`config.mk`:
```
export PLATFORM = sky130hd
export DESIGN_NAME = link_pwr_ctrl
export DESIGN_NICKNAME = d
export VERILOG_FILES = /design/src/rtl/link_pwr_ctrl.sv
export SDC_FILE = /design/constraint.sdc
export NUM_CORES = 1
export LEC_CHECK = 0
export BUFFER_PORTS_ARGS = -buffer_cell sky130_fd_sc_hd__buf_2
export CAP_MARGIN = 10
export CORE_MARGIN = 2
export CORE_UTILIZATION = 56
export CTS_BUF_LIST = sky130_fd_sc_hd__clkbuf_16
export DETAILED_ROUTE_END_ITERATION = 8
export PLACE_DENSITY = 0.83
export SKIP_LAST_GASP = 1
export SYNTH_ARGS = -nofsm -noshare
export SYNTH_HDL_FRONTEND = slang
export SYNTH_SLANG_ARGS = --single-unit
export TNS_END_PERCENT = 20
```
`constraint.sdc`:
```
create_clock -name clk -period 3 [get_ports clk]
set_clock_uncertainty 0.05 [all_clocks]
set_input_delay 0.6 -clock clk [delete_from_list [all_inputs] [get_ports clk]]
set_output_delay 0.6 -clock clk [all_outputs]
set_load 0.02 [all_outputs]
```
`src/rtl/link_pwr_ctrl.sv`:
```
module link_pwr_ctrl #(
  parameter int CYC_PER_MS = 1000,
  parameter int SLEEP_MS   = 8,
  parameter int WAKE_MS    = 5,
  parameter int STRAP_W    = 8
) (
  input  logic               clk,
  input  logic               rst_n,
  input  logic               pwdn_n,
  input  logic               sleep_wr,
  input  logic               sleep_wdata,
  input  logic               cc_cmd,
  input  logic               link_active,
  input  logic               link_lock,
  input  logic [STRAP_W-1:0] strap_in,
  output logic               sleep_bit,
  output logic               core_pwr_en,
  output logic               out_hiz,
  output logic               reg_rst,
  output logic               strap_lat,
  output logic [STRAP_W-1:0] strap_q,
  output logic               wake_rdy,
  output logic [2:0]         pwr_state
);

  localparam int T_SLP  = SLEEP_MS * CYC_PER_MS;
  localparam int T_WAKE = WAKE_MS * CYC_PER_MS;
  localparam int CW     = $clog2(T_SLP + 1);

  typedef enum logic [2:0] {
    ST_ACT = 3'd0, ST_ARM = 3'd1, ST_SLP = 3'd2, ST_WTMP = 3'd3,
    ST_RWK = 3'd4, ST_PD  = 3'd5, ST_REL = 3'd6, ST_LAT  = 3'd7
  } st_t;

  st_t          state, state_nx;
  logic [1:0]   pd_sync;
  logic [CW-1:0] cnt;
  logic         sleep_q, sleep_nx;

  wire pd    = ~pd_sync[1];
  wire tmo   = (cnt == CW'(T_SLP - 1));
  wire wr_ok = sleep_wr && (state inside {ST_ACT, ST_ARM, ST_WTMP, ST_RWK});

  always_ff @(posedge clk or negedge rst_n)
    if (!rst_n) pd_sync <= 2'b00;
    else        pd_sync <= {pd_sync[0], pwdn_n};

  always_comb begin
    sleep_nx = sleep_q;
    if (wr_ok) sleep_nx = sleep_wdata;
    if (state == ST_RWK && link_lock) sleep_nx = 1'b0;
    if (pd || state == ST_PD) sleep_nx = 1'b0;
  end

  always_comb begin
    state_nx = state;
    case (state)
      ST_ACT:  if (sleep_nx) state_nx = ST_ARM;
      ST_ARM:  if (!sleep_nx) state_nx = ST_ACT;
               else if (!link_active || tmo) state_nx = ST_SLP;
      ST_SLP:  if (cc_cmd) state_nx = ST_WTMP;
               else if (link_active) state_nx = ST_RWK;
      ST_WTMP: if (!sleep_nx) state_nx = ST_ACT;
               else if (tmo) state_nx = ST_SLP;
      ST_RWK:  if (link_lock) state_nx = ST_ACT;
               else if (!link_active) state_nx = ST_SLP;
      ST_PD:   if (!pd) state_nx = ST_REL;
      ST_REL:  state_nx = ST_LAT;
      default: state_nx = ST_ACT;
    endcase
    if (pd) state_nx = ST_PD;
  end

  always_ff @(posedge clk or negedge rst_n)
    if (!rst_n) begin
      state   <= ST_PD;
      sleep_q <= 1'b0;
      cnt     <= '0;
      strap_q <= '0;
    end else begin
      state   <= state_nx;
      sleep_q <= sleep_nx;
      if (state_nx != state || !(state inside {ST_ARM, ST_WTMP})) cnt <= '0;
      else cnt <= cnt + 1'b1;
      if (state == ST_LAT) strap_q <= strap_in;
    end

  assign sleep_bit   = sleep_q;
  assign pwr_state   = state;
  assign core_pwr_en = !(state inside {ST_SLP, ST_PD});
  assign out_hiz     = (state == ST_PD);
  assign reg_rst     = (state == ST_PD);
  assign strap_lat   = (state == ST_LAT);
  assign wake_rdy    = (state == ST_WTMP) && (cnt >= CW'(T_WAKE));


  arm_entry_chk: assert property (@(posedge clk) disable iff (!rst_n)
    (state == ST_ACT && sleep_wr && sleep_wdata && !pd) |=> (pwr_state == 3'd1 && sleep_bit));

  sleep_tmo_chk: assert property (@(posedge clk) disable iff (!rst_n)
    (state == ST_ARM && tmo && sleep_bit && !sleep_wr && !pd) |=> (pwr_state == 3'd2));

  local_wake_chk: assert property (@(posedge clk) disable iff (!rst_n)
    (state == ST_SLP && cc_cmd && !pd) |=> (pwr_state == 3'd3 && sleep_bit && core_pwr_en));

  wake_confirm_chk: assert property (@(posedge clk) disable iff (!rst_n)
    (state == ST_WTMP && sleep_wr && !sleep_wdata && !pd) |=> (pwr_state == 3'd0 && !sleep_bit));

  remote_lock_chk: assert property (@(posedge clk) disable iff (!rst_n)
    (state == ST_RWK && link_lock && !pd) |=> (pwr_state == 3'd0 && !sleep_bit));

  sleep_wr_ign_chk: assert property (@(posedge clk) disable iff (!rst_n)
    (state == ST_SLP && !cc_cmd && !link_active && !pd) |=> ($stable(sleep_bit) && pwr_state == 3'd2));

  pd_force_chk: assert property (@(posedge clk) disable iff (!rst_n)
    pd |=> (pwr_state == 3'd5 && !sleep_bit));

  strap_order_chk: assert property (@(posedge clk) disable iff (!rst_n)
    $rose(strap_lat) |-> ($past(reg_rst, 2) && !$past(reg_rst)));

endmodule

```
==> qor.yml <==
drt:
  drtIter0Drc: 31
  ant_nets: 0
  wirelength_um: 2718
  vias_per_cell: 5.674
  vias: 1061
  drt-met1-wl_um: 1229
  dr.max_layer_used: "met4"
  met3_length_um: 137
  wl_per_cell_um: 14.53
  wl_met2_um: 1321
  drc: 0
  dr.pass1.iters: 4
placement:
  port-buffer-count: 32
  dp.cells: 183
  hpwl_um: 1833
  routabilityCongestion: 0.7586
  place_ws_ns: 0.7771
  dpl_cell_area_um2: 1510
outcome:
  outcome: "complete, no violations"
sta:
  finalCritPeriodShare: 0.8382
  slew_violations: 0
  layout_setup_ws_ns: 0.4853
  finalSetupTns_ns: 0
  rsz0062_at_grt: "false"
  layout_min_cycle_time_ns: 2.515
  hold_slack_ns: 0.2874
  fmax_mhz: 397.7
  tightestPinTransition_ns: 0.5874
  setup_violations: 0
  maxSlewHeadroom: 0.6084
  hold_violations: 0
global_routing:
  grt_use_total: 0.2130
  antenna_found_initial: 0
  grt_max_degree: 28
  grt_remaining_overflow: 0
  grt_pass1_wl_um: 4319
  grt_pass1_vias: 981
pwr:
  p_sw_frac: 0.3456
  power.switching_uw: 410.8
  pwr-share-comb: 0.317
  powerDensity_nw_per_um2: 746.5
  leakage_nw: 0.7523
  p_int_uw: 778.1
  clock_power_share: 0.254
  total_power_mw: 1.189
  ir_drop_uv: 701.2
  p_seq_frac: 0.429
run:
  drv_cap: 0
final_layout:
  area_growth_pct: 17.87
  layout_common_cells: "buf_2 (32), dfrtp_1 (25), nor2_1 (20), mux2_2 (8)"
  instances_no_fill: 187
  layout.nets: 178
  antenna_cells: 0
  layout_commonest_cell: "buf_2"
  drive_gt1_frac: 0.3019
  fill_cells: 164
  post-route-util: 0.7064
  finish.instance_area_um2: 1593
cts:
  clk_path_buf_depth: 2
  root_buffer: "clkbuf_16"
  htreeDepth: 1
  postCtsSetupRepairBufs: 0
  worstSkewPairLatency_ns: 0.26
  hold_buffers: 0
  numClockSinks: 27
  tritoncts: "built"
  clk_pin_slew_ns: 0.06
  cts_buffers: 3
  postCtsResizedCells: 0
logic_synthesis:
  yosys_register_bits: 27
  synth_top_area_frac: 0.4630
  yosysTopAreaCell: "dfrtp_1"
  synthCells: 128
  yosysWarnings: 0
  yosysSeqAreaShare: 0.5019
  synth-edff-count: 0
  ys.flop_type: "dfrtp_1"
  syn_area_um2: 1351
  async_reset_ff_frac: 1.000
  yosys-top-cells-area: "dfrtp_1 (46%), mux2_2 (6.7%), nor2_1 (5.6%), dfstp_2 (3.9%), xnor2_1 (3.9%)"
  syn_avg_cell_area_um2: 10.56
  syn_nets: 146
  synth_cell_types: 32
critical_path:
  end_kind: "primary output"
  cp.arrival_ns: 1.86
  crit_fanout: 5
  startpoint_type: "flip-flop"
  crit_type: "reg2out"
  crit_required_ns: 2.35
  reg2reg_slack_ns: 0.99
floorplanning:
  die_w_um: 53.12
  core_um2: 2255
  fp-row-count: 17
  ios: 33
  die_h_um: 53.12
  start_util: 0.5993
  dieArea_um2: 2822
hold_path:
  hp-class: "in2async"
## metal layers
metal | vias to the layer above | global-route usage
met5 | - | 0
met4 | 0 | 0.07692
met3 | 5 | 0.04520
met2 | 38 | 0.3521
met1 | 519 | 0.2751
li1 | 499 | -
## power groups by stage
stage                     logic (mW)  clock network (mW)  registers [mW]
after floorplan                0.202                   0           0.571
after global placement         0.365                   0           0.507
after detailed placement       0.376                   0           0.515
after CTS                      0.380               0.307           0.508
after global routing           0.405               0.323           0.518
final                          0.377               0.302           0.510
## sequential cells by signal, summed over array words and instances (netlist names)
signal and cells:
pd_sync 2, strap_q 8, cnt 13, sleep_bit 1
pwr_state 3
## worst paths after layout
check / startpoint / end / depth (start not counted)
max: cnt[3] / wake_rdy / 4
min: rst_n / cnt[0] / 1
max reg2reg: pwr_state[1] / cnt[5] / 5
min reg2reg: pd_sync[0] / pd_sync[1] / 0
max in group asynchronous: rst_n / cnt[11] / 1
min in group clk: pd_sync[0] / pd_sync[1] / 0
## worst max-delay path: stages (launching register included)
cell and delay [ns]:
dfrtp_1 0.42, or4_1 0.54, a211o_1 0.30, and4_1 0.19, buf_2 0.15
## kinds of logic after synthesis
| logic type | after synthesis | synth area share |
|---|---|---|
| buffers and inverters | 11 | 0.04351 |
| multiplexers | 8 | 0.06667 |
| flip-flops | 27 | 0.5019 |
| XOR/XNOR | 12 | 0.07778 |
| adder cells (fa/ha/maj) | 2 | 0.01852 |
| AO/OA/AOI/OAI | 13 | 0.07315 |
| AND/OR/NAND/NOR | 55 | 0.2185 |
## synthesized netlist by cell type (2+ instances only)
cell type and instances:
dfrtp_1 25, nor2_1 20, mux2_2 8, inv_1 6, nand2_1 6, xnor2_1 6, xor2_1 6, and4_1 5
nand3_1 5, and3_1 4, a211o_1 3, nand2b_1 3, nand3b_1 3, nor3_1 3, a21oi_1 2, buf_2 2
buf_4 2, dfstp_2 2, ha_1 2, nand4_1 2, o21a_1 2
## final cells by class
class	instances	area, µm²	area share
timing repair buffer	32	160.2	0.1005
sequential	27	678.2	0.4258
clock inverter	1	7.507	0.004713
inverter	6	22.52	0.01414
multi-input combinational	90	614.3	0.3857
tap	28	35.03	0.02200
clock buffer	3	75.07	0.04713
No activity file was read; power rests on OpenSTA's default activity.
